File: config.mk
export PLATFORM = sky130hd
export DESIGN_NAME = dspi_reg_master
export DESIGN_NICKNAME = d
export VERILOG_FILES = /design/src/rtl/dspi_pkg.sv /design/src/rtl/dspi_tick.sv /design/src/rtl/dspi_shift_byte.sv /design/src/rtl/dspi_reg_master.sv
export SDC_FILE = /design/constraint.sdc
export NUM_CORES = 1
export LEC_CHECK = 0
export CAP_MARGIN = 5
export CORE_ASPECT_RATIO = 0.8
export CORE_UTILIZATION = 34
export CTS_CLUSTER_SIZE = 10
export DETAILED_ROUTE_END_ITERATION = 8
export PLACE_DENSITY_LB_ADDON = 0.15
export SKIP_LAST_GASP = 1
export SLEW_MARGIN = 20
export SYNTH_ARGS = -nofsm -noshare
export SYNTH_HDL_FRONTEND = slang
export SYNTH_SLANG_ARGS = --single-unit
File: constraint.sdc
create_clock -name clk -period 2.7 [get_ports clk]
set_input_delay 0.27 -clock clk [delete_from_list [all_inputs] [get_ports clk]]
set_output_delay 0.27 -clock clk [all_outputs]
set_load 0.05 [all_outputs]
File: src/rtl/dspi_pkg.sv
package dspi_pkg;

   localparam int BYTE_W = 8;
   localparam int WORD_W = 16;
   localparam logic [4:0] START_PREFIX = 5'b01110;

   typedef enum logic [1:0] {
      OP_INDEX  = 2'd0,
      OP_WRITE  = 2'd1,
      OP_READ   = 2'd2,
      OP_STATUS = 2'd3
   } dspi_op_e;

   typedef enum logic [1:0] {
      FR_INDEX  = 2'd0,
      FR_WDATA  = 2'd1,
      FR_RDATA  = 2'd2,
      FR_STATUS = 2'd3
   } dspi_frame_e;

   typedef enum logic [1:0] {
      ST_IDLE  = 2'd0,
      ST_SHIFT = 2'd1,
      ST_GAP   = 2'd2
   } dspi_state_e;

   function automatic logic [BYTE_W-1:0] start_byte(input logic id, input logic sel,
                                                    input logic dir);
      return {START_PREFIX, id, sel, dir};
   endfunction

   function automatic logic [BYTE_W-1:0] frame_byte(input dspi_frame_e fr,
                                                    input logic [1:0] idx,
                                                    input logic id,
                                                    input logic [BYTE_W-1:0] offs,
                                                    input logic [WORD_W-1:0] wd,
                                                    input logic inv);
      logic [BYTE_W-1:0] raw;
      raw = '0;
      unique case (fr)
         FR_INDEX:  raw = (idx == 2'd0) ? start_byte(id, 1'b0, 1'b0) :
                          (idx == 2'd2) ? offs : '0;
         FR_WDATA:  raw = (idx == 2'd0) ? start_byte(id, 1'b1, 1'b0) :
                          (idx == 2'd1) ? wd[WORD_W-1:BYTE_W] : wd[BYTE_W-1:0];
         FR_RDATA:  raw = (idx == 2'd0) ? start_byte(id, 1'b1, 1'b1) : '0;
         FR_STATUS: raw = (idx == 2'd0) ? start_byte(id, 1'b0, 1'b1) : '0;
         default:   raw = '0;
      endcase
      return inv ? ~raw : raw;
   endfunction

endpackage

File: src/rtl/dspi_tick.sv
module dspi_tick #(
   parameter int HALF_DIV = 2
) (
   input  logic clk,
   input  logic rst_n,
   input  logic run,
   output logic tick
);
   localparam int CW = (HALF_DIV > 1) ? $clog2(HALF_DIV) : 1;
   localparam logic [CW-1:0] LAST = CW'(HALF_DIV - 1);

   generate
      if (HALF_DIV < 1) begin : g_bad_div
         $error("dspi_tick: HALF_DIV must be at least 1");
      end
   endgenerate

   logic [CW-1:0] cnt_q;

   always_ff @(posedge clk or negedge rst_n) begin
      if (!rst_n)             cnt_q <= '0;
      else if (!run)          cnt_q <= '0;
      else if (cnt_q == LAST) cnt_q <= '0;
      else                    cnt_q <= cnt_q + 1'b1;
   end

   assign tick = run && (cnt_q == LAST);

   generate
      if (HALF_DIV > 1) begin : g_spaced
         // a clock level never lasts only one cycle when the divider is above one
         a_r8_tick_spacing: assert property (@(posedge clk) disable iff (!rst_n)
            tick |=> !tick);
      end
   endgenerate

endmodule

File: src/rtl/dspi_shift_byte.sv
module dspi_shift_byte
   import dspi_pkg::*;
(
   input  logic              clk,
   input  logic              rst_n,
   input  logic              load,
   input  logic [BYTE_W-1:0] load_byte,
   input  logic              shift_out,
   input  logic              sample,
   input  logic              miso,
   output logic              mosi,
   output logic [BYTE_W-1:0] rx_byte
);
   logic [BYTE_W-1:0] tx_q;
   logic [BYTE_W-1:0] rx_q;

   always_ff @(posedge clk or negedge rst_n) begin
      if (!rst_n)         tx_q <= '0;
      else if (load)      tx_q <= load_byte;
      else if (shift_out) tx_q <= {tx_q[BYTE_W-2:0], 1'b0};
   end

   always_ff @(posedge clk or negedge rst_n) begin
      if (!rst_n)      rx_q <= '0;
      else if (sample) rx_q <= {rx_q[BYTE_W-2:0], miso};
   end

   assign mosi    = tx_q[BYTE_W-1];
   assign rx_byte = rx_q;

   // loading a new byte and shifting the current one never coincide
   a_r8_load_excl: assert property (@(posedge clk) disable iff (!rst_n)
      !(load && shift_out));

endmodule

File: src/rtl/dspi_reg_master.sv
module dspi_reg_master
   import dspi_pkg::*;
#(
   parameter int HALF_DIV   = 2,
   parameter int GAP_HALVES = 2
) (
   input  logic        clk,
   input  logic        rst_n,
   input  logic        cmd_valid,
   input  logic [1:0]  cmd_op,
   input  logic [7:0]  cmd_reg,
   input  logic [15:0] cmd_wdata,
   input  logic        cfg_id,
   input  logic        cfg_invert,
   output logic        busy,
   output logic        done,
   output logic [15:0] rd_data,
   output logic        spi_cs_n,
   output logic        spi_sclk,
   output logic        spi_mosi,
   input  logic        spi_miso
);
   localparam int GW      = $clog2(GAP_HALVES + 1);
   localparam int GAP_CYC = GAP_HALVES * HALF_DIV;
   localparam int HW      = $clog2(GAP_CYC + 1);

   generate
      if (GAP_HALVES < 2) begin : g_bad_gap
         $error("dspi_reg_master: GAP_HALVES must be at least 2");
      end
   endgenerate

   dspi_state_e       state_q;
   dspi_frame_e       frame_q;
   dspi_op_e          op_q;
   logic [BYTE_W-1:0] reg_q;
   logic [WORD_W-1:0] wdata_q;
   logic              id_q, inv_q;
   logic [1:0]        byte_q;
   logic [2:0]        bit_q;
   logic [GW-1:0]     gap_q;
   logic              sclk_q, cs_n_q, done_q;
   logic [WORD_W-1:0] result_q;

   logic              tick, run;
   logic              sh_load, sh_shift, sh_sample;
   logic [BYTE_W-1:0] sh_byte, rx_byte;
   logic              last_byte, gap_end, chain;
   dspi_frame_e       first_fr, second_fr;

   assign run       = (state_q != ST_IDLE);
   assign first_fr  = (dspi_op_e'(cmd_op) == OP_STATUS) ? FR_STATUS : FR_INDEX;
   assign second_fr = (op_q == OP_WRITE) ? FR_WDATA : FR_RDATA;
   assign last_byte = (frame_q == FR_STATUS) ? (byte_q == 2'd3) : (byte_q == 2'd2);
   assign gap_end   = (gap_q == GW'(GAP_HALVES - 1));
   assign chain     = (frame_q == FR_INDEX) && (op_q != OP_INDEX);

   dspi_tick #(.HALF_DIV(HALF_DIV)) u_tick (
      .clk  (clk),
      .rst_n(rst_n),
      .run  (run),
      .tick (tick)
   );

   dspi_shift_byte u_shift (
      .clk      (clk),
      .rst_n    (rst_n),
      .load     (sh_load),
      .load_byte(sh_byte),
      .shift_out(sh_shift),
      .sample   (sh_sample),
      .miso     (spi_miso),
      .mosi     (spi_mosi),
      .rx_byte  (rx_byte)
   );

   always_comb begin
      sh_load   = 1'b0;
      sh_shift  = 1'b0;
      sh_sample = 1'b0;
      sh_byte   = '0;
      unique case (state_q)
         ST_IDLE: begin
            if (cmd_valid) begin
               sh_load = 1'b1;
               sh_byte = frame_byte(first_fr, 2'd0, cfg_id, cmd_reg, cmd_wdata, cfg_invert);
            end
         end
         ST_SHIFT: begin
            if (tick) begin
               if (!sclk_q)           sh_sample = 1'b1;
               else if (bit_q != 3'd7) sh_shift = 1'b1;
               else if (!last_byte) begin
                  sh_load = 1'b1;
                  sh_byte = frame_byte(frame_q, 2'(byte_q + 2'd1), id_q, reg_q, wdata_q, inv_q);
               end
            end
         end
         ST_GAP: begin
            if (tick && gap_end && chain) begin
               sh_load = 1'b1;
               sh_byte = frame_byte(second_fr, 2'd0, id_q, reg_q, wdata_q, inv_q);
            end
         end
         default: ;
      endcase
   end

   always_ff @(posedge clk or negedge rst_n) begin
      if (!rst_n) begin
         state_q  <= ST_IDLE;
         frame_q  <= FR_INDEX;
         op_q     <= OP_INDEX;
         reg_q    <= '0;
         wdata_q  <= '0;
         id_q     <= 1'b0;
         inv_q    <= 1'b0;
         byte_q   <= '0;
         bit_q    <= '0;
         gap_q    <= '0;
         sclk_q   <= 1'b0;
         cs_n_q   <= 1'b1;
         done_q   <= 1'b0;
         result_q <= '0;
      end else begin
         done_q <= 1'b0;
         unique case (state_q)
            ST_IDLE: begin
               if (cmd_valid) begin
                  op_q    <= dspi_op_e'(cmd_op);
                  reg_q   <= cmd_reg;
                  wdata_q <= cmd_wdata;
                  id_q    <= cfg_id;
                  inv_q   <= cfg_invert;
                  frame_q <= first_fr;
                  byte_q  <= '0;
                  bit_q   <= '0;
                  sclk_q  <= 1'b0;
                  cs_n_q  <= 1'b0;
                  state_q <= ST_SHIFT;
               end
            end
            ST_SHIFT: begin
               if (tick) begin
                  if (!sclk_q) begin
                     sclk_q <= 1'b1;
                  end else begin
                     sclk_q <= 1'b0;
                     if (bit_q != 3'd7) begin
                        bit_q <= bit_q + 3'd1;
                     end else begin
                        result_q <= {result_q[BYTE_W-1:0], rx_byte};
                        bit_q    <= '0;
                        if (last_byte) begin
                           cs_n_q  <= 1'b1;
                           gap_q   <= '0;
                           state_q <= ST_GAP;
                        end else begin
                           byte_q <= byte_q + 2'd1;
                        end
                     end
                  end
               end
            end
            ST_GAP: begin
               if (tick) begin
                  if (!gap_end) begin
                     gap_q <= gap_q + 1'b1;
                  end else if (chain) begin
                     frame_q <= second_fr;
                     byte_q  <= '0;
                     bit_q   <= '0;
                     cs_n_q  <= 1'b0;
                     state_q <= ST_SHIFT;
                  end else begin
                     done_q  <= 1'b1;
                     state_q <= ST_IDLE;
                  end
               end
            end
            default: state_q <= ST_IDLE;
         endcase
      end
   end

   assign busy     = run;
   assign done     = done_q;
   assign rd_data  = result_q;
   assign spi_cs_n = cs_n_q;
   assign spi_sclk = sclk_q;

   // Chip-select high time, kept for the gap property
   logic [HW-1:0] hi_cnt_q;
   always_ff @(posedge clk or negedge rst_n) begin
      if (!rst_n)                         hi_cnt_q <= HW'(GAP_CYC);
      else if (!cs_n_q)                   hi_cnt_q <= '0;
      else if (hi_cnt_q != HW'(GAP_CYC))  hi_cnt_q <= hi_cnt_q + 1'b1;
   end

   // chip select was high long enough before it falls again
   a_r6_cs_gap: assert property (@(posedge clk) disable iff (!rst_n)
      $fell(spi_cs_n) |-> (hi_cnt_q >= HW'(GAP_CYC)));
   // no clock activity while deselected
   a_r8_sclk_idle: assert property (@(posedge clk) disable iff (!rst_n)
      spi_cs_n |-> !spi_sclk);
   // completion is a single-cycle pulse
   a_r9_done_pulse: assert property (@(posedge clk) disable iff (!rst_n)
      done |=> !done);
   // busy only ends with a completion
   a_r9_busy_end: assert property (@(posedge clk) disable iff (!rst_n)
      $fell(busy) |-> done);
   // a command offered while busy leaves the captured command untouched
   a_r9_ignore_busy: assert property (@(posedge clk) disable iff (!rst_n)
      (busy && cmd_valid) |=> ($stable(op_q) && $stable(reg_q) && $stable(wdata_q)));

endmodule

After elaboration in Yosys (flattened, before gate mapping). Cells that the tools add are included.

Word-level logic and storage cells: 181. Output and inout port bits: 21. Register bits: 75. Input port bits: 32.

Equal/unequal tests: 29. Add/subtract/negate cells: 4. Muxes and demuxes: 102. Bitwise gates (word level): 4. Reduce and logical (&&, ||, !) cells: 25.

Operators with widths (number): two-way mux 8 bit (24); one-hot mux 8 bit (4 select lines) (3); two-way mux 2 bit (27); two-way mux 1 bit (30); NOT 8 bit (3); one-hot mux 8 bit (3 select lines) (1); == test 2 bit (second input constant) (11); two-way mux 3 bit (7); AND reduction 7 bit (3); inequality test 2 bit (second input constant) (10); AND reduction 9 bit (2); == test 2 x 1 -> 1 bit (second input constant) (7); two-way mux 7 bit (2); one-hot mux 2 bit (3 select lines) (2); nonzero test 2 bit (6); logical NOT 2 bit (5); one-hot mux 3 bit (3 select lines) (1); one-hot mux 2 bit (2 select lines) (2); one-hot mux 1 bit (3 select lines) (2); AND reduction 5 bit (1); adder 2 x 1 -> 2 bit (second input constant) (2); logical AND 1 bit (4); AND reduction 4 bit (1); adder 3 x 1 -> 3 bit (second input constant) (1); 7 further kinds (7).

Logic depth before layout (Yosys ltp). Gate-level depths: netlist of run 1.

Depth after elaboration: 18. Gate-level depth with buffers: 8. Mapped depth without buffers: 7.

Cells and area by module. Synthesis of run 1 repeated with hierarchy kept, for this count alone.

Cell total of the unflattened synthesis: 379. Area total of the unflattened synthesis: 3818.7 µm².

By module, submodules not included: dspi_reg_master (cells an instance 325, instances 1, area an instance 3076.7 µm²); dspi_shift_byte (cells an instance 51, instances 1, area an instance 700.7 µm²); dspi_tick (cells an instance 3, instances 1, area an instance 41.3 µm²).

Worst setup path before layout of run 1. Ideal clock, no wire load.

Path kind: reg2reg. Start point: reg sclk_q, in the netlist spi_sclk. End point: reg bit_q[2]. Library setup time: 0.121 ns. Required time: 2.579 ns. Slack: 0.830 ns. Stages on the path, launching flop included: 6. Clock period less this slack: 1.870 ns. Arrival time: 1.749 ns. Path buffers: 0. Cell sequence: dfrtp_1 -> a21o_1 -> a211oi_4 -> nor2_2 -> a22o_1 -> a22o_1.

Cells in the longest elaborated chain, start to end: 2.

Ends and longest elaborated chain: start: declaration (RTL line dspi_reg_master.sv:42) `logic sclk_q, cs_n_q, done_q;`; start signal: assignment (RTL line dspi_reg_master.sv:121) `sclk_q <= 1'b0;`; start signal: assignment (RTL line dspi_reg_master.sv:138) `sclk_q <= 1'b0;`; start signal: assignment (RTL line dspi_reg_master.sv:146) `sclk_q <= 1'b1;`; inequality test 2 bit (no line); AND reduction 7 bit (no line); end signal: assignment (RTL line dspi_reg_master.sv:150) `bit_q <= bit_q + 3'd1;`; end: declaration (RTL line dspi_reg_master.sv:40) `logic [2:0] bit_q;`.

No other way between the ends. A chain may end at the register's enable or synchronous reset.

Worst setup path in the final report of run 1.
Start point: reg state_q[0]. End point: out busy.

Cells in the longest elaborated chain, start to end: 1.

Ends and longest elaborated chain: start: declaration (RTL line dspi_reg_master.sv:33) `dspi_state_e state_q;`; start signal: assignment (RTL line dspi_reg_master.sv:111) `state_q <= ST_IDLE;`; start signal: assignment (RTL line dspi_reg_master.sv:140) `state_q <= ST_SHIFT;`; start signal: assignment (RTL line dspi_reg_master.sv:157) `state_q <= ST_GAP;`; nonzero test 2 bit (RTL line dspi_reg_master.sv:51) `assign run = (state_q != ST_IDLE);`; end: declaration (RTL line dspi_reg_master.sv:15) `output logic busy,`.

No other way between the ends.

==> metrics.txt, run 1 <==
final wirelength=7890 um; DIE AREA=11500 sq um; RSZ-0062 raised after global routing=false; Tmin final=2.29 ns; Worst VDD drop=0.475 mV; area growth from synthesis to final layout=24.0%; Post-synth top flop=dfrtp_1; Post-CTS Repair Setup Buffers=0; die width=119 um; WL/cell=15.6 um; Setup Crit Path Kind=reg2out; synthesized instance count=311; n_diodes=0; Final nets=399; IO buf count=52; Worst-Margin Slew=0.974 ns; required time worst endpoint=2.43 ns; HP Class=in2async; Initial Utilization=35.8%; Detailed Routing Iterations Pass 1=4; skew final=0.00761 ns; Yosys cell types=56; TritonCTS clock tree=done; Placed Area=4380 sq um; Clock Path Buffers=2; M1 WL=4050 um; register area share after synthesis=50.0%; source of the critical timing path=state_q[0]; Max Clock Freq=437 MHz; filler instances=1016; share of cells above drive strength 1=24.9%; reg2reg start=byte_q[1]; FP Rows=33; outcome=finished, final reports clean; final setup vio count=0; # H-tree levels=3; total global routing overflow=0; Max-Slew Margin vs Limit=35.1%; Hold Buf Count CTS=0; Cell Area, Synth=3750 sq um; flops & latches, synth=75; dpl hpwl=5440 um; final design instance area without fill=4660 sq um; vias per inst=5.10; LEAKAGE=1.97 nW; post_cts resized=0; Worst setup SP type=register; initial antenna violation count=0; pwr/cell area=989 nW/um^2; DR WL met3=380 um; total power draw=0.00460 W; Crit. End Element=output port; largest net degree at the start of global routing=76; Worst-Skew Late Latency=0.33 ns; Post-route DRC=0; CTS clk-pin slew, worst paths=0.06 ns; initial DRC count=112; Max Slew Vio Count=0; post-route ant nets=0; DIE HEIGHT=96.0 um; WL met2=3400 um; Layout Cells excl Fill=505; Total GRT Usage=15.2%; Cells after DPL=489; number of flops mapped to enable cells by yosys=0; ys async rst share=100%; CTS sink count=75; CTS buffer count=9; Post-Syn Nets=350; Core Box Area=10500 sq um; Ys Warns=0; crit-path max FO=15; Via Count=2574; final period utilization=84.8%; routability congestion estimate from global placement=0.755; Hold Fails Final Rpt=0; first-pass GRT wire length=13300 um; root buffer cell=clkbuf_16; setup TNS=0 ns; syn avg cell area=12.1 sq um; # Max-Cap Violations=0; Critical Path AT=2.02 ns; DR top layer=met4; vias in the first global route=2608; # IOs=53
[layout make-up]
class / instances / area [sq um] / share of cell area (%)
Sequential cell: 75 / 1880 / 40.3
Clock buffer: 11 / 243 / 5.21
Clock inverter: 5 / 37.5 / 0.806
Inverter: 8 / 30.0 / 0.645
Tap cell: 140 / 175 / 3.76
Multi-Input combinational cell: 211 / 1750 / 37.6
Timing Repair Buffer: 55 / 541 / 11.6
[synth_stat cells, types with 6 or more instances]
master     n  area share [%]
xnor2_1    8             1.9
mux2_2    60              18
a22o_1     8             1.9
a21oi_1   10             1.3
nand2_1   11             1.1
buf_2      7            0.93
nor2_1    18             1.8
ha_1       7             2.3
dfrtp_1   74              49
mux2i_1    8             2.1
clkbuf_1   6            0.60
o21ai_0    9             1.2
inv_1      8            0.80
[through the flow]
stage	hold slack [ns]	util, %	setup WS, ns
after floorplan	-0.0256	-	0.830
after global placement	0.488	41.7	0.500
after detailed placement	0.492	41.7	0.461
after CTS	0.134	44.4	0.384
after global routing	0.175	44.4	0.292
final	0.0875	44.4	0.410
[power by group]
group | switching (W) | internal, W
combinational | 0.000939 | 0.000831
sequential | 0.000283 | 0.00142
clock | 0.000475 | 0.000650
total | 0.00170 | 0.00291
[cells by family (layout without fill, tap and decap cells)]
logic type,after synthesis,count (layout),share of synthesized area [%]
xor+xnor,10,10,2.33
compound gates,62,62,12.1
fa+ha+maj,7,7,2.33
flops,75,75,50.0
simple gates,64,64,9.63
buf+inv,25,79,3.43
mux,68,68,20.1
[metal layers]
layer	vias to the layer above	track usage, %
li1	1233	-
met1	1288	21.4
met2	47	21.9
met3	6	4.50
met4	0	5.63
met5	-	0
[state kept, by name (all words and copies together) (netlist names)]
| register | flops |
|---|---|
| reg_q | 8 |
| frame_q | 2 |
| op_q | 2 |
| spi_cs_n | 1 |
| id_q | 1 |
| spi_sclk | 1 |
| u_shift.tx_q | 8 |
| bit_q | 3 |
| gap_q | 2 |
| inv_q | 1 |
| rd_data | 16 |
| byte_q | 2 |
| u_tick.cnt_q | 1 |
| state_q | 2 |
| wdata_q | 16 |
| u_shift.rx_byte | 8 |
| done | 1 |
[critical path, cell delays in order (launching register included)]
cell,delay (ns)
dfrtp_1,0.67
nor2_1,0.13
inv_1,0.08
clkdlybuf4s50_1,0.79
[placed cells by master (no fill, tap or decap), types with 8 or more instances in the layout]
cell type         n
nand2_1          11
clkdlybuf4s50_1  51
mux2i_1           8
inv_1             8
nor2_1           18
clkbuf_16         9
dfrtp_1          74
mux2_2           60
a22o_1            8
a21oi_1          10
xnor2_1           8
o21ai_0           9
[final timing paths]
| check | depth (start not counted) | endpoint | slack, ns |
|---|---|---|---|
| worst max-delay path | 3 | busy | 0.41 |
| worst min-delay path | 1 | wdata_q[15] | 0.09 |
| worst max register to register | 7 | u_shift.tx_q[2] | 0.51 |
| worst min register to register | 1 | rd_data[9] | 0.50 |
| max in group asynchronous | 1 | bit_q[0] | 1.97 |
| min in group clk | 1 | rd_data[9] | 0.50 |
Note: power is estimated with default switching activity, not from simulation.
==> inputs of run 2 (changes only) <==
clock period = 2.1 ns   (was 2.7 ns; I/O delays follow)
==> metrics.txt, run 2 (same netlist as run 1, synthesis figures left out) <==
flop-to-flop setup slack=0.10 ns (was 0.51 ns); Initial Utilization=35.8% (unchanged); Worst setup SP type=register (unchanged); total power draw=0.00636 W (was 0.00460 W); total global routing overflow=0 (unchanged); WL/cell=15.5 um (was 15.6 um); root buffer cell=clkbuf_16 (unchanged); reg2reg start=bit_q[0] (was byte_q[1]); post-route ant nets=0 (unchanged); Max-Slew Margin vs Limit=63.1% (was 35.1%); # H-tree levels=3 (unchanged); Critical Path AT=2.21 ns (was 2.02 ns); Crit. End Element=register (was output port); Final nets=420 (was 399); # Max-Cap Violations=0 (unchanged); Most common cell on crit path=ha_1; final period utilization=95.1%; LEAKAGE=2.11 nW (was 1.97 nW); initial DRC count=160 (was 112); initial antenna violation count=0 (unchanged); Detailed Routing Iterations Pass 1=4 (unchanged); RSZ-0062 raised after global routing=false (unchanged); Post-route DRC=0 (unchanged); final setup vio count=0 (unchanged); CP delay by family, top=flip-flops (was buffers and inverters); outcome=finished, final reports clean (unchanged); setup TNS=0 ns (unchanged); Setup Crit Path Kind=reg2reg (was reg2out); HP Class=in2async (unchanged); first-pass GRT wire length=13700 um (was 13300 um); required time worst endpoint=2.32 ns (was 2.43 ns); critical path endpoint=gap_q[0] (was busy); r2r worst-path depth=8 (was 7); vias in the first global route=2652 (was 2608); crit-path max FO=4 (was 15); pwr/cell area=1300 nW/um^2 (was 989 nW/um^2); CTS clk-pin slew, worst paths=0.06 ns (about the same); dpl hpwl=5910 um (was 5440 um); Crit path depth=8 (was 3); skew final=0.00532 ns (was 0.00761 ns); CTS sink count=75 (unchanged); Worst-Skew Late Latency=0.33 ns (about the same); die width=119 um (unchanged); CTS buffer count=9 (unchanged); IO buf count=52 (unchanged); commonest non-fill, non-tap cell in the layout=dfrtp_1 (unchanged); Worst-Margin Slew=0.553 ns (was 0.974 ns); share of cells above drive strength 1=29.3% (was 24.9%); Max Clock Freq=501 MHz; slowest library cell on the worst path=dfrtp_1 (was clkdlybuf4s50_1); largest net degree at the start of global routing=46 (was 76); Total GRT Usage=15.8% (was 15.2%); vias per inst=5.03 (was 5.10); Max Slew Vio Count=0 (unchanged); routability congestion estimate from global placement=0.739 (was 0.755); Post-CTS Repair Setup Buffers=0 (unchanged); CP max stage delay=0.41 ns (was 0.79 ns); WP buf/inv=2 (unchanged); DIE AREA=11500 sq um (unchanged); Clock Path Buffers=2 (unchanged); CP Cell Sequence=ha_1 -> ha_1 -> inv_1 -> nor4_2 -> buf_4 -> and3_1 -> o21ai_2 -> mux2_2 (was nor2_1 -> inv_1 -> clkdlybuf4s50_1); # IOs=53 (unchanged); area growth from synthesis to final layout=30.5% (was 24.0%); Tmin final=2.00 ns; source of the critical timing path=bit_q[0] (was state_q[0]); TritonCTS clock tree=done (unchanged); Core Box Area=10500 sq um (unchanged); Via Count=2648 (was 2574); FP Rows=33 (unchanged); highest-count cells in the layout ignoring fill and taps=dfrtp_1, mux2_2, clkdlybuf4s50_1 (unchanged); final wirelength=8180 um (was 7890 um); DIE HEIGHT=96.0 um (unchanged); Hold Fails Final Rpt=0 (unchanged); n_diodes=0 (unchanged); Worst VDD drop=0.489 mV (was 0.475 mV); worst flop-to-flop path endpoint=gap_q[0] (was u_shift.tx_q[2])
run 2: worst min path at each step:
| stage | depth (start not counted) | endpoint | startpoint | slack [ns] |
|---|---|---|---|---|
| after detailed placement | 1 | reg_q[7] | rst_n | 0.18 |
| final | 2 | reg_q[7] | rst_n | 0.35 |
| after global placement | 1 | reg_q[7] | rst_n | 0.17 |
| after CTS | 2 | reg_q[7] | rst_n | 0.37 |
| after floorplan | 0 | bit_q[0] | rst_n | -0.09 |
| after global routing | 2 | reg_q[7] | rst_n | 0.40 |
run 2: final cells by class:
| class | count | area, sq um |
|---|---|---|
| Inverter | 8 | 30.0 |
| Fill cell | 980 | 5590 |
| Clock inverter | 4 | 73.8 |
| Clock buffer | 12 | 246 |
| Timing Repair Buffer | 76 | 736 |
| Multi-Input combinational cell | 211 | 1760 |
| Tap cell | 140 | 175 |
| Sequential cell | 75 | 1880 |
run 2: through the flow:
step	setup slack [ns]	hold WS (ns)	cells	util [%]	instance area (sq um)
finish	0.102	0.354	526	46.7	4900
global route	0.00510	0.395	526	46.7	4900
CTS	0.0738	0.365	526	46.6	4890
detailed placement	0.0940	0.184	509	43.5	4560
global placement	0.0868	0.173	509	43.5	4560
floorplan	0.230	-0.0856	311	-	3750
run 2: metal layers:
| layer | track usage, % | routed length (um) | up-vias |
|---|---|---|---|
| met3 | 4.86 | 349 | 9 |
| met1 | 22.8 | 4290 | 1320 |
| met2 | 22.2 | 3460 | 46 |
| met4 | 5.00 | 75 | 0 |
| met5 | 0 | 0 | - |
| li1 | - | - | 1273 |
run 2: power breakdown:
| part | internal, W | leakage, nW | total (W) | switching [W] |
|---|---|---|---|---|
| Combinational | 0.00123 | 1.02 | 0.00250 | 0.00127 |
| Sequential | 0.00183 | 0.929 | 0.00219 | 0.000360 |
| Clock | 0.00107 | 0.157 | 0.00167 | 0.000593 |
| Total | 0.00413 | 2.11 | 0.00636 | 0.00223 |
run 2: timing repair:
action,CTS,global route
hold buffers,1,0
resized for setup,0,3
setup endpoints to repair,0,4
endpoints found under the hold margin,30,0
==> inputs of run 3 (changes only) <==
GPL_ROUTABILITY_DRIVEN = 0   (was default)
==> results of run 3 <==
No change in the layout: final DEF, timing and power equal those of run 2.
